$ cat config.mk
export PLATFORM = sky130hd
export DESIGN_NAME = usb_host_clk_gen
export DESIGN_NICKNAME = d
export VERILOG_FILES = /design/src/rtl/usb_clk_pkg.sv /design/src/rtl/usbclk_ctrl.sv /design/src/rtl/usbclk_datapath.sv /design/src/rtl/usb_host_clk_gen.sv
export SDC_FILE = /design/constraint.sdc
export NUM_CORES = 1
export LEC_CHECK = 0
export BUFFER_PORTS_ARGS = -buffer_cell sky130_fd_sc_hd__buf_4
export CAP_MARGIN = 20
export CORE_AREA = 4 4 41 43
export CTS_CLUSTER_SIZE = 12
export DETAILED_ROUTE_END_ITERATION = 8
export DIE_AREA = 0 0 45 47
export HOLD_SLACK_MARGIN = 0.15
export PLACE_DENSITY_LB_ADDON = 0.1
export SLEW_MARGIN = 20
export SYNTH_ARGS = -nofsm -noshare
export SYNTH_HDL_FRONTEND = slang
export SYNTH_SLANG_ARGS = --single-unit
$ cat constraint.sdc
create_clock -name pllClk -period 3.95 [get_ports pllClk]
set_clock_uncertainty 0.1 [all_clocks]
set_input_delay 0.79 -clock pllClk [delete_from_list [all_inputs] [get_ports pllClk]]
set_output_delay 0.79 -clock pllClk [all_outputs]
set_load 0.005 [all_outputs]
$ cat src/rtl/usb_clk_pkg.sv
package usb_clk_pkg;
  localparam int MAX_SHIFT = 2;
  localparam int SEL_W = 2;
  localparam int SHIFT_W = $clog2(MAX_SHIFT + 1);

  typedef struct packed {
    logic               gateReq;
    logic               restart;
    logic [SHIFT_W-1:0] shift;
  } usbClkCtrl_t;
endpackage

$ cat src/rtl/usbclk_ctrl.sv
module usbclk_ctrl
  import usb_clk_pkg::*;
(
  input  logic             pllClk,
  input  logic             rstN,
  input  logic             pllLocked,
  input  logic [SEL_W-1:0] divSel,
  input  logic             hostClkSet,
  input  logic             hostClkClr,
  output logic             hostEn,
  output usbClkCtrl_t      ctrl
);
  logic [SEL_W-1:0] selReg;

  // enable register: clear has priority over set
  always_ff @(posedge pllClk or negedge rstN) begin
    if (!rstN) begin
      hostEn <= 1'b0;
      selReg <= '0;
    end else begin
      if (hostClkClr)
        hostEn <= 1'b0;
      else if (hostClkSet)
        hostEn <= 1'b1;
      selReg <= divSel;
    end
  end

  always_comb begin
    ctrl.gateReq = hostEn & pllLocked;
    ctrl.restart = (selReg != divSel);
    // codes above the deepest tap clamp to it
    if (int'(selReg) > MAX_SHIFT)
      ctrl.shift = SHIFT_W'(MAX_SHIFT);
    else
      ctrl.shift = SHIFT_W'(selReg);
  end
endmodule

$ cat src/rtl/usbclk_datapath.sv
module usbclk_datapath
  import usb_clk_pkg::*;
(
  input  logic        pllClk,
  input  logic        rstN,
  input  usbClkCtrl_t ctrl,
  output logic        divClk,
  output logic        gateOn,
  output logic        usbClk
);
  logic [MAX_SHIFT-1:0] cnt;
  logic [MAX_SHIFT:0]   taps;

  always_ff @(posedge pllClk or negedge rstN) begin
    if (!rstN)
      cnt <= '0;
    else if (ctrl.restart)
      cnt <= '0;
    else
      cnt <= cnt + MAX_SHIFT'(1);
  end

  assign taps[0] = pllClk;
  for (genvar i = 1; i <= MAX_SHIFT; i++) begin : g_tap
    assign taps[i] = cnt[i-1];
  end

  assign divClk = taps[ctrl.shift];

  // gate retimed on the falling edge, moves only while divClk is low
  always_ff @(negedge pllClk or negedge rstN) begin
    if (!rstN)
      gateOn <= 1'b0;
    else if (!divClk)
      gateOn <= ctrl.gateReq;
  end

  assign usbClk = divClk & gateOn;
endmodule

$ cat src/rtl/usb_host_clk_gen.sv
module usb_host_clk_gen
  import usb_clk_pkg::*;
(
  input  logic             pllClk,
  input  logic             rstN,
  input  logic             pllLocked,
  input  logic [SEL_W-1:0] divSel,
  input  logic             hostClkSet,
  input  logic             hostClkClr,
  output logic             usbHostClk,
  output logic             hostClkOn
);
  usbClkCtrl_t ctrlBus;
  logic        divClkTap;
  logic        gateOnNow;

  usbclk_ctrl u_ctrl (
    .pllClk    (pllClk),
    .rstN      (rstN),
    .pllLocked (pllLocked),
    .divSel    (divSel),
    .hostClkSet(hostClkSet),
    .hostClkClr(hostClkClr),
    .hostEn    (hostClkOn),
    .ctrl      (ctrlBus)
  );

  usbclk_datapath u_dp (
    .pllClk(pllClk),
    .rstN  (rstN),
    .ctrl  (ctrlBus),
    .divClk(divClkTap),
    .gateOn(gateOnNow),
    .usbClk(usbHostClk)
  );
endmodule

==> impl_metrics.env, run 1 <==
export IMPL_run_status="finished clean"
export IMPL_critical_path_slowest_cell="dfrtn_1"
export IMPL_slowest_delay_ps=390
export IMPL_path_class="reg2out"
export IMPL_first_pass_iters=2
export IMPL_cp_required_ps=3060
export IMPL_grt_pass1_wl_mm=1.12
export IMPL_whs_path_depth=1
export IMPL_hold_path_class="reg2reg"
export IMPL_die_area_um2=2120
export IMPL_synth_seq_cells=6
export IMPL_avgRoutedWirePerCell_um=10.9
export IMPL_fillerInstances=145
export IMPL_nets=48
export IMPL_wl_um=624
export IMPL_total_power_w=0.000242
export IMPL_die_h_um=47
export IMPL_hpwlAfterDp_um=369
export IMPL_slew_headroom=0.891
export IMPL_routed_via_count=214
export IMPL_fp_dieW_um=45
export IMPL_worst_pin_slew_ps=163
export IMPL_crit_path_cell_trace="o211a_1 > buf_6"
export IMPL_clkTransAtPathRegs_ps=50
export IMPL_n_antenna_cell=0
export IMPL_drt_iter0_drc=3
export IMPL_start_util=0.185
export IMPL_arrival_ps=3010
export IMPL_hold_viol=0
export IMPL_place_congestion=0.620
export IMPL_p_leak_nw=0.219
export IMPL_avgSynthCellArea_um2=12.6
export IMPL_yosysWarnings=0
export IMPL_row_count=13
export IMPL_antenna_found_initial=0
export IMPL_ir_worst_vdd_uv=198
export IMPL_yosysUniqueCellTypes=10
export IMPL_areaGrowthSynthToFinish_pct=77.6
export IMPL_hp_start="u_dp.cnt[0]"
export IMPL_grt_use_total=0.104
export IMPL_timing_rr_end="u_dp.gateOn"
export IMPL_crit_path_start_kind="register"
export IMPL_rsz0062_at_grt="yes"
export IMPL_dp_cells=42
export IMPL_fin_hold_ws_ps=416
export IMPL_setup_viol=0
export IMPL_ff2ff_path_depth=5
export IMPL_overflow=0
export IMPL_fin_cells=57
export IMPL_path_delay_family="flip-flops"
export IMPL_crit_path_max_fanout=2
export IMPL_slew_violations=0
export IMPL_synth_area_um2=240
export IMPL_cts_tree="done"
export IMPL_reg2reg_slack_ps=320
export IMPL_worst_skew_pair_late_latency_ps=350
export IMPL_ios=9
export IMPL_grt_pass1_vias=302
export IMPL_core_um2=1300
export IMPL_synthCells=19
export IMPL_hold_path_end="u_dp.cnt[0]"
export IMPL_cp_num_buf_inv=1
export IMPL_reg2reg_from="u_ctrl.selReg[0]"
export IMPL_io_buffer_count=8
export IMPL_cp_end_kind="output pin"
export IMPL_drive_gt1_frac=0.476
export IMPL_power_density_nw_per_um2=568
export IMPL_ant_nets=0
export IMPL_via_per_inst=3.75
export IMPL_drv_cap=0
export IMPL_drc_errors=0
export IMPL_grt_max_degree=7
export IMPL_synth_fp_nets=26
export IMPL_ys_seq_area_frac=0.625
==> where the power goes <==
part	internal, W	leakage [nW]	switching, W
sequential	0.0000669	0.0760	0.00000451
clock	0.000112	0.0868	0.0000444
combinational	0.00000886	0.0566	0.00000534
==> worst max path at each step <==
stage	start	to	slack [ps]	depth (start not counted)
detailed placement	u_dp.gateOn	usbHostClk	470	2
finish	u_dp.gateOn	usbHostClk	50	2
global route	u_dp.gateOn	usbHostClk	-0.8	2
CTS	u_dp.gateOn	usbHostClk	40	2
floorplan	u_dp.gateOn	usbHostClk	570	1
global placement	u_dp.gateOn	usbHostClk	480	2
==> routing by layer <==
layer  GRT usage  wire length (um)  vias up
li1            -                 -      107
met1      0.0718               285       96
met2      0.0791               275       11
met3       0.149                63        0
met4       0.193                 0        0
met5           0                 0        -
==> cell type report <==
class	instances	area, um^2	share of cell area
Multi-Input combinational cell	13	90.1	0.211
Tap cell	15	18.8	0.0440
Sequential cell	6	150	0.352
Clock buffer	15	105	0.246
Timing Repair Buffer	8	62.6	0.147
==> flip-flops by register name (all words and copies together), names as in the netlist <==
name	count
u_ctrl.hostEn	1
u_ctrl.selReg	2
u_dp.cnt	2
u_dp.gateOn	1
==> cells in the mapped netlist <==
cell type  n  share of area
dfrtp_1    5           0.52
nor2_1     4          0.062
xnor2_1    3           0.11
a31o_1     1          0.036
dfrtn_1    1           0.10
mux2_4     1          0.062
nand2_1    1          0.016
nand2b_1   1          0.026
o211a_1    1          0.042
o21ai_0    1          0.021
==> metrics by stage <==
| step | TNS (ps) | util | cell area (um^2) | setup slack (ps) |
|---|---|---|---|---|
| 2_1_floorplan | 0 | - | 240 | 568 |
| 3_3_place_gp | 0 | 0.245 | 319 | 479 |
| 3_5_place_dp | 0 | 0.245 | 319 | 474 |
| 4_1_cts | 0 | 0.328 | 427 | 38.5 |
| 5_1_grt | -0.797 | 0.328 | 427 | -0.797 |
| 6_report | 0 | 0.328 | 427 | 54.5 |
==> cells in the final DEF, fill, tap and decap left out <==
master / n
a31o_1: 1
buf_4: 9
buf_6: 1
clkbuf_1: 3
clkbuf_4: 9
dfrtn_1: 1
dfrtp_1: 5
dlygate4sd3_1: 1
mux2_4: 1
nand2_1: 1
nand2b_1: 1
nor2_1: 4
o211a_1: 1
o21ai_0: 1
xnor2_1: 3
==> worst reg2reg max path, stage by stage, from the launching register on <==
cell	delay, ps
dfrtp_1	410
mux2_4	320
o211a_1	250
buf_4	140
clkbuf_4	130
a31o_1	180
==> cells by family (layout without fill, tap and decap cells) <==
family,count (synthesis),after routing,share of synthesized area
multiplexers,1,1,0.0625
AO/OA/AOI/OAI,3,3,0.0989
AND/OR/NAND/NOR,6,6,0.104
flip-flops,6,6,0.625
buffers and inverters,0,23,0
XOR/XNOR,3,3,0.109
==> repair_timing <==
item,in CTS,in global routing
endpoints found under the hold margin,5,0
buffers inserted,2,0
setup endpoints to repair,1,1
hold buffers,1,0
resized for setup,1,0
pin swaps,1,0
Power figures use the tool's default switching activity.
==> run 2, diff against run 1 <==
SYNTH_HIERARCHICAL = 1   (was default)
==> run 2 against run 1 <==
  * Die area stayed put
  * Combinational power grew 4%
  * Sequential share of layout area is 1.9 points lower
  * Core utilization is 1.8 points higher
  * Via count up 3.3%
  * Count of clock-buffer cells in the layout decreased by 1
  * Largest power group unchanged
  * Routed wire length rose by 0.48%
==> impl_metrics.env, run 2 <==
export IMPL_ant_nets=0
export IMPL_avgSynthCellArea_um2=11.8
export IMPL_avgRoutedWirePerCell_um=10.8
export IMPL_first_pass_iters=4
export IMPL_arrival_ps=3000
export IMPL_multi_input_area_um2=111
export IMPL_crit_path_max_fanout=2
export IMPL_cts_tree="done"
export IMPL_wl_um=627
export IMPL_rsz0062_at_grt="no"
export IMPL_yosysWarnings=6
export IMPL_ys_top_cells_by_count="dfrtp_1 (5), nor2_1 (4), xnor2_1 (3), nand2_1 (2)"
export IMPL_ios=9
export IMPL_fin_cells=58
export IMPL_fin_setup_tns_ps=0
export IMPL_hp_start="u_dp/cnt[0]"
export IMPL_routed_via_count=221
export IMPL_cp_startpoint="u_dp/gateOn"
export IMPL_yosysMostFrequentCell="dfrtp_1"
export IMPL_slew_violations=0
export IMPL_drv_cap=0
export IMPL_synth_top_area_cell="dfrtp_1"
export IMPL_nets=50
export IMPL_cp_end_kind="output pin"
export IMPL_ff2ff_path_depth=7
export IMPL_synth_seq_cells=6
export IMPL_yosysUniqueCellTypes=12
export IMPL_place_congestion=0.640
export IMPL_overflow=0
export IMPL_run_status="finished clean"
export IMPL_synth_fp_nets=29
export IMPL_hold_path_end="u_dp/cnt[0]"
export IMPL_synth_area_um2=260
export IMPL_final_common_cell="buf_4"
export IMPL_hold_viol=0
export IMPL_dp_cells=44
export IMPL_power_density_nw_per_um2=612
export IMPL_die_area_um2=2120
export IMPL_die_h_um=47
export IMPL_io_buffer_count=8
export IMPL_reg2reg_from="u_ctrl/selReg[1]"
export IMPL_total_power_w=0.000276
export IMPL_p_leak_nw=0.219
export IMPL_synth_edf_count=0
export IMPL_drt_iter0_drc=6
export IMPL_row_count=13
export IMPL_hpwlAfterDp_um=362
export IMPL_start_util=0.200
export IMPL_fillerInstances=155
export IMPL_reg2reg_slack_ps=160
export IMPL_hold_path_class="reg2reg"
export IMPL_worst_pin_slew_ps=225
export IMPL_core_um2=1300
export IMPL_netlist_area_leader_share=0.481
export IMPL_areaGrowthSynthToFinish_pct=73.1
export IMPL_netlist_top_cells_area="dfrtp_1 (48%), xnor2_1 (10%), dfrtn_1 (9.6%)"
export IMPL_crit_path_start_kind="register"
export IMPL_ir_worst_vdd_uv=270
export IMPL_worst_skew_pair_late_latency_ps=350
export IMPL_regArea_um2=150
export IMPL_via_per_inst=3.81
export IMPL_cp_required_ps=3060
export IMPL_path_class="reg2out"
export IMPL_grt_max_degree=7
export IMPL_grt_use_total=0.0881
export IMPL_slew_headroom=0.850
export IMPL_drc_errors=0
export IMPL_reg_largest_list="u_ctrl/selReg (2), u_dp/cnt (2)"
export IMPL_fp_dieW_um=45
export IMPL_synth_main_ff_cell="dfrtp_1"
export IMPL_n_antenna_cell=0
export IMPL_whs_path_depth=1
export IMPL_grt_pass1_vias=281
export IMPL_synthCells=22
export IMPL_ys_seq_area_frac=0.577
export IMPL_mostFrequentLayoutCells="buf_4 (10), clkbuf_4 (9), dfrtp_1 (5)"
export IMPL_setup_viol=0
export IMPL_antenna_found_initial=0
export IMPL_clkTransAtPathRegs_ps=50
export IMPL_grt_pass1_wl_mm=1.01
export IMPL_ys_async_sr_fraction=1.00
export IMPL_timing_rr_end="u_dp/gateOn"
export IMPL_drive_gt1_frac=0.558
run 2: worst max-delay path by stage:
| stage | depth (start not counted) | slack [ps] | endpoint |
|---|---|---|---|
| 6_report | 2 | 60 | usbHostClk |
| 5_1_grt | 8 | 20 | usbHostClk |
| 4_1_cts | 8 | 50 | usbHostClk |
| 3_5_place_dp | 3 | 420 | u_dp/gateOn |
| 3_3_place_gp | 3 | 420 | u_dp/gateOn |
| 2_1_floorplan | 2 | 540 | u_dp/gateOn |
run 2: where the power goes:
group	leakage (nW)	switching [W]	internal (W)	total, W
registers	0.0759	0.00000468	0.0000675	0.0000722
logic	0.0588	0.00000561	0.00000908	0.0000147
clock network	0.0842	0.0000536	0.000135	0.000189
run 2: metrics by stage:
stage / utilization / setup WS, ps / hold slack (ps) / cell area, um^2
after global placement: 0.258 / 424 / 252 / 335
after detailed placement: 0.258 / 422 / 252 / 335
after CTS: 0.346 / 46.6 / 369 / 450
after floorplan: - / 540 / 252 / 260
after global routing: 0.346 / 16.4 / 381 / 450
final: 0.346 / 64.2 / 371 / 450
run 2: what timing repair did:
item	CTS	global route
setup buffers	2	0
resized for setup	2	0
endpoints found under the hold margin	5	0
hold buffers	1	0
setup endpoints to repair	1	0
run 2: cell families after synthesis:
group | Yosys count | share of synthesized area
AOI/OAI and AO/OA | 1 | 0.0481
xor gates and xnor gates | 3 | 0.101
buffers and inverters | 1 | 0.0144
DFF | 6 | 0.577
muxes | 2 | 0.0961
and+or+nand+nor | 9 | 0.163
run 2: per-layer routing:
metal	wire length, um	vias to the layer above	GRT usage
met5	0	-	0
met4	0	0	0.140
met3	45	0	0.0996
met2	317	10	0.105
met1	264	101	0.0553
li1	-	110	-
run 2: cell type report:
cell class                      instances  area share
Sequential cell                         6       0.333
Timing Repair Buffer                    8       0.139
Multi-Input combinational cell         15       0.247
Tap cell                               15      0.0417
Clock buffer                           14       0.239
run 2: worst max-delay path, cell delays in order (launching register included):
cell and delay, ps:
dfrtn_1 410, and2_4 140, buf_4 100
==> run 3, diff against run 2 <==
clock period = 3.76 ns   (was 3.95 ns; I/O delays follow)
==> run 3 against run 2 <==
  * The flow now finishes with violations (negative setup slack)
  * Sequential power rose by 5.5%
  * First-iteration DRC count fell by 50%
  * Global-route usage rose by 0.57 points
  * Core utilization did not move
  * Clock power rose by 4%
  * Sequential cell count did not move
  * Critical path depth did not move
  * Worst setup slack got worse by 65 ps
  * Non-clock buffer count did not move
  * Critical path type unchanged
  * Highest routed layer is now met4
==> impl_metrics.env, run 3 (synthesis results as in run 2) <==
export IMPL_run_status="finished with violations"
export IMPL_failed_checks="negative setup slack"
export IMPL_slowest_delay_ps=430
export IMPL_n_antenna_cell=0
export IMPL_nets=50
export IMPL_setup_slack_ps=-0.392
export IMPL_start_util=0.200
export IMPL_drv_cap=0
export IMPL_worst_skew_pair_late_latency_ps=350
export IMPL_grt_max_degree=7
export IMPL_grt_pass1_vias=299
export IMPL_cp_required_ps=2910
export IMPL_grt_use_total=0.0938
export IMPL_die_area_um2=2120
export IMPL_critical_path_slowest_cell="dfrtn_1"
export IMPL_grt_pass1_wl_mm=1.06
export IMPL_place_congestion=0.658
export IMPL_total_power_w=0.000289
export IMPL_worst_pin_slew_ps=214
export IMPL_slew_headroom=0.857
export IMPL_fin_setup_tns_ps=-0.392
export IMPL_rsz0062_at_grt="yes"
export IMPL_ff2ff_path_depth=7
export IMPL_avgRoutedWirePerCell_um=11.3
export IMPL_setup_viol=2
export IMPL_via_per_inst=4.05
export IMPL_ios=9
export IMPL_arrival_ps=2910
export IMPL_reg_largest_list="u_ctrl/selReg (2), u_dp/cnt (2)"
export IMPL_overflow=0
export IMPL_hold_viol=0
export IMPL_path_class="reg2out"
export IMPL_clkTransAtPathRegs_ps=50
export IMPL_cts_tree="done"
export IMPL_crit_path_cell_trace="and2_4 > buf_6"
export IMPL_ir_worst_vdd_uv=353
export IMPL_routed_via_count=235
export IMPL_die_h_um=47
export IMPL_mostFrequentLayoutCells="clkbuf_4 (9), buf_4 (9), dfrtp_1 (5)"
export IMPL_drt_iter0_drc=3
export IMPL_slew_violations=0
export IMPL_p_leak_nw=0.221
export IMPL_ant_nets=0
export IMPL_cp_end_kind="output pin"
export IMPL_hold_path_class="reg2reg"
export IMPL_wl_um=654
export IMPL_core_um2=1300
export IMPL_drc_errors=0
export IMPL_fillerInstances=144
export IMPL_io_buffer_count=8
export IMPL_drive_gt1_frac=0.535
export IMPL_whs_path_depth=1
export IMPL_power_density_nw_per_um2=641
export IMPL_path_delay_family="flip-flops"
export IMPL_cp_num_buf_inv=1
export IMPL_fp_dieW_um=45
export IMPL_crit_path_max_fanout=2
export IMPL_areaGrowthSynthToFinish_pct=73.1
export IMPL_path_depth=2
export IMPL_crit_path_start_kind="register"
export IMPL_row_count=13
export IMPL_antenna_found_initial=0
export IMPL_first_pass_iters=4
-- run 3: changes by cell type in the layout (fill, tap and decap cells not counted) --
cell     before  now
mux2i_1       0    1
buf_6         0    1
buf_4        10    9
mux2i_2       1    0
-- run 3: metal layers --
| metal | vias to the layer above | global-route usage | share of wire |
|---|---|---|---|
| met1 | 98 | 0.0625 | 0.34 |
| li1 | 110 | - | - |
| met3 | 4 | 0.126 | 0.13 |
| met2 | 23 | 0.0763 | 0.51 |
| met4 | 0 | 0.181 | 0.023 |
| met5 | - | 0 | 0 |
-- run 3: final timing paths --
check / startpoint / to / slack, ps
min: u_dp/cnt[0] / u_dp/cnt[0] / 370
min in group asynchronous: rstN / u_ctrl/selReg[1] / 650
max reg2reg: u_ctrl/selReg[1] / u_dp/gateOn / 70
max in group asynchronous: rstN / u_dp/gateOn / 1020
max: u_dp/gateOn / usbHostClk / -0.4
min reg2reg: u_dp/cnt[0] / u_dp/cnt[0] / 370
-- run 3: power breakdown --
group / internal [W] / switching, W
clock: 0.000140 / 0.0000564
combinational: 0.00000955 / 0.00000613
sequential: 0.0000710 / 0.00000519
total: 0.000221 / 0.0000677
-- run 3: repair_timing --
| item | in CTS | in global routing |
|---|---|---|
| setup endpoints to repair | 2 | 3 |
| hold buffers | 1 | 0 |
| setup buffers | 2 | 0 |
| hold endpoints to repair | 5 | 0 |
| pin swaps | 2 | 0 |
| resized for setup | 2 | 0 |
-- run 3: through the flow --
stage | hold slack (ps) | utilization | setup WS, ps | cells | area, um^2
after detailed placement | 252 | 0.258 | 357 | 44 | 335
after global placement | 252 | 0.258 | 369 | 44 | 335
after CTS | 371 | 0.346 | -9.24 | 58 | 450
after global routing | 396 | 0.346 | -56.2 | 58 | 450
final | 371 | 0.346 | -0.392 | 58 | 450
after floorplan | 252 | - | 483 | 22 | 260
-- run 3: layout make-up --
type	count	area, um^2	area share
tap	15	18.8	0.0417
sequential	6	150	0.333
timing repair buffer	8	62.6	0.139
clock buffer	14	111	0.247
multi-input combinational	15	108	0.239
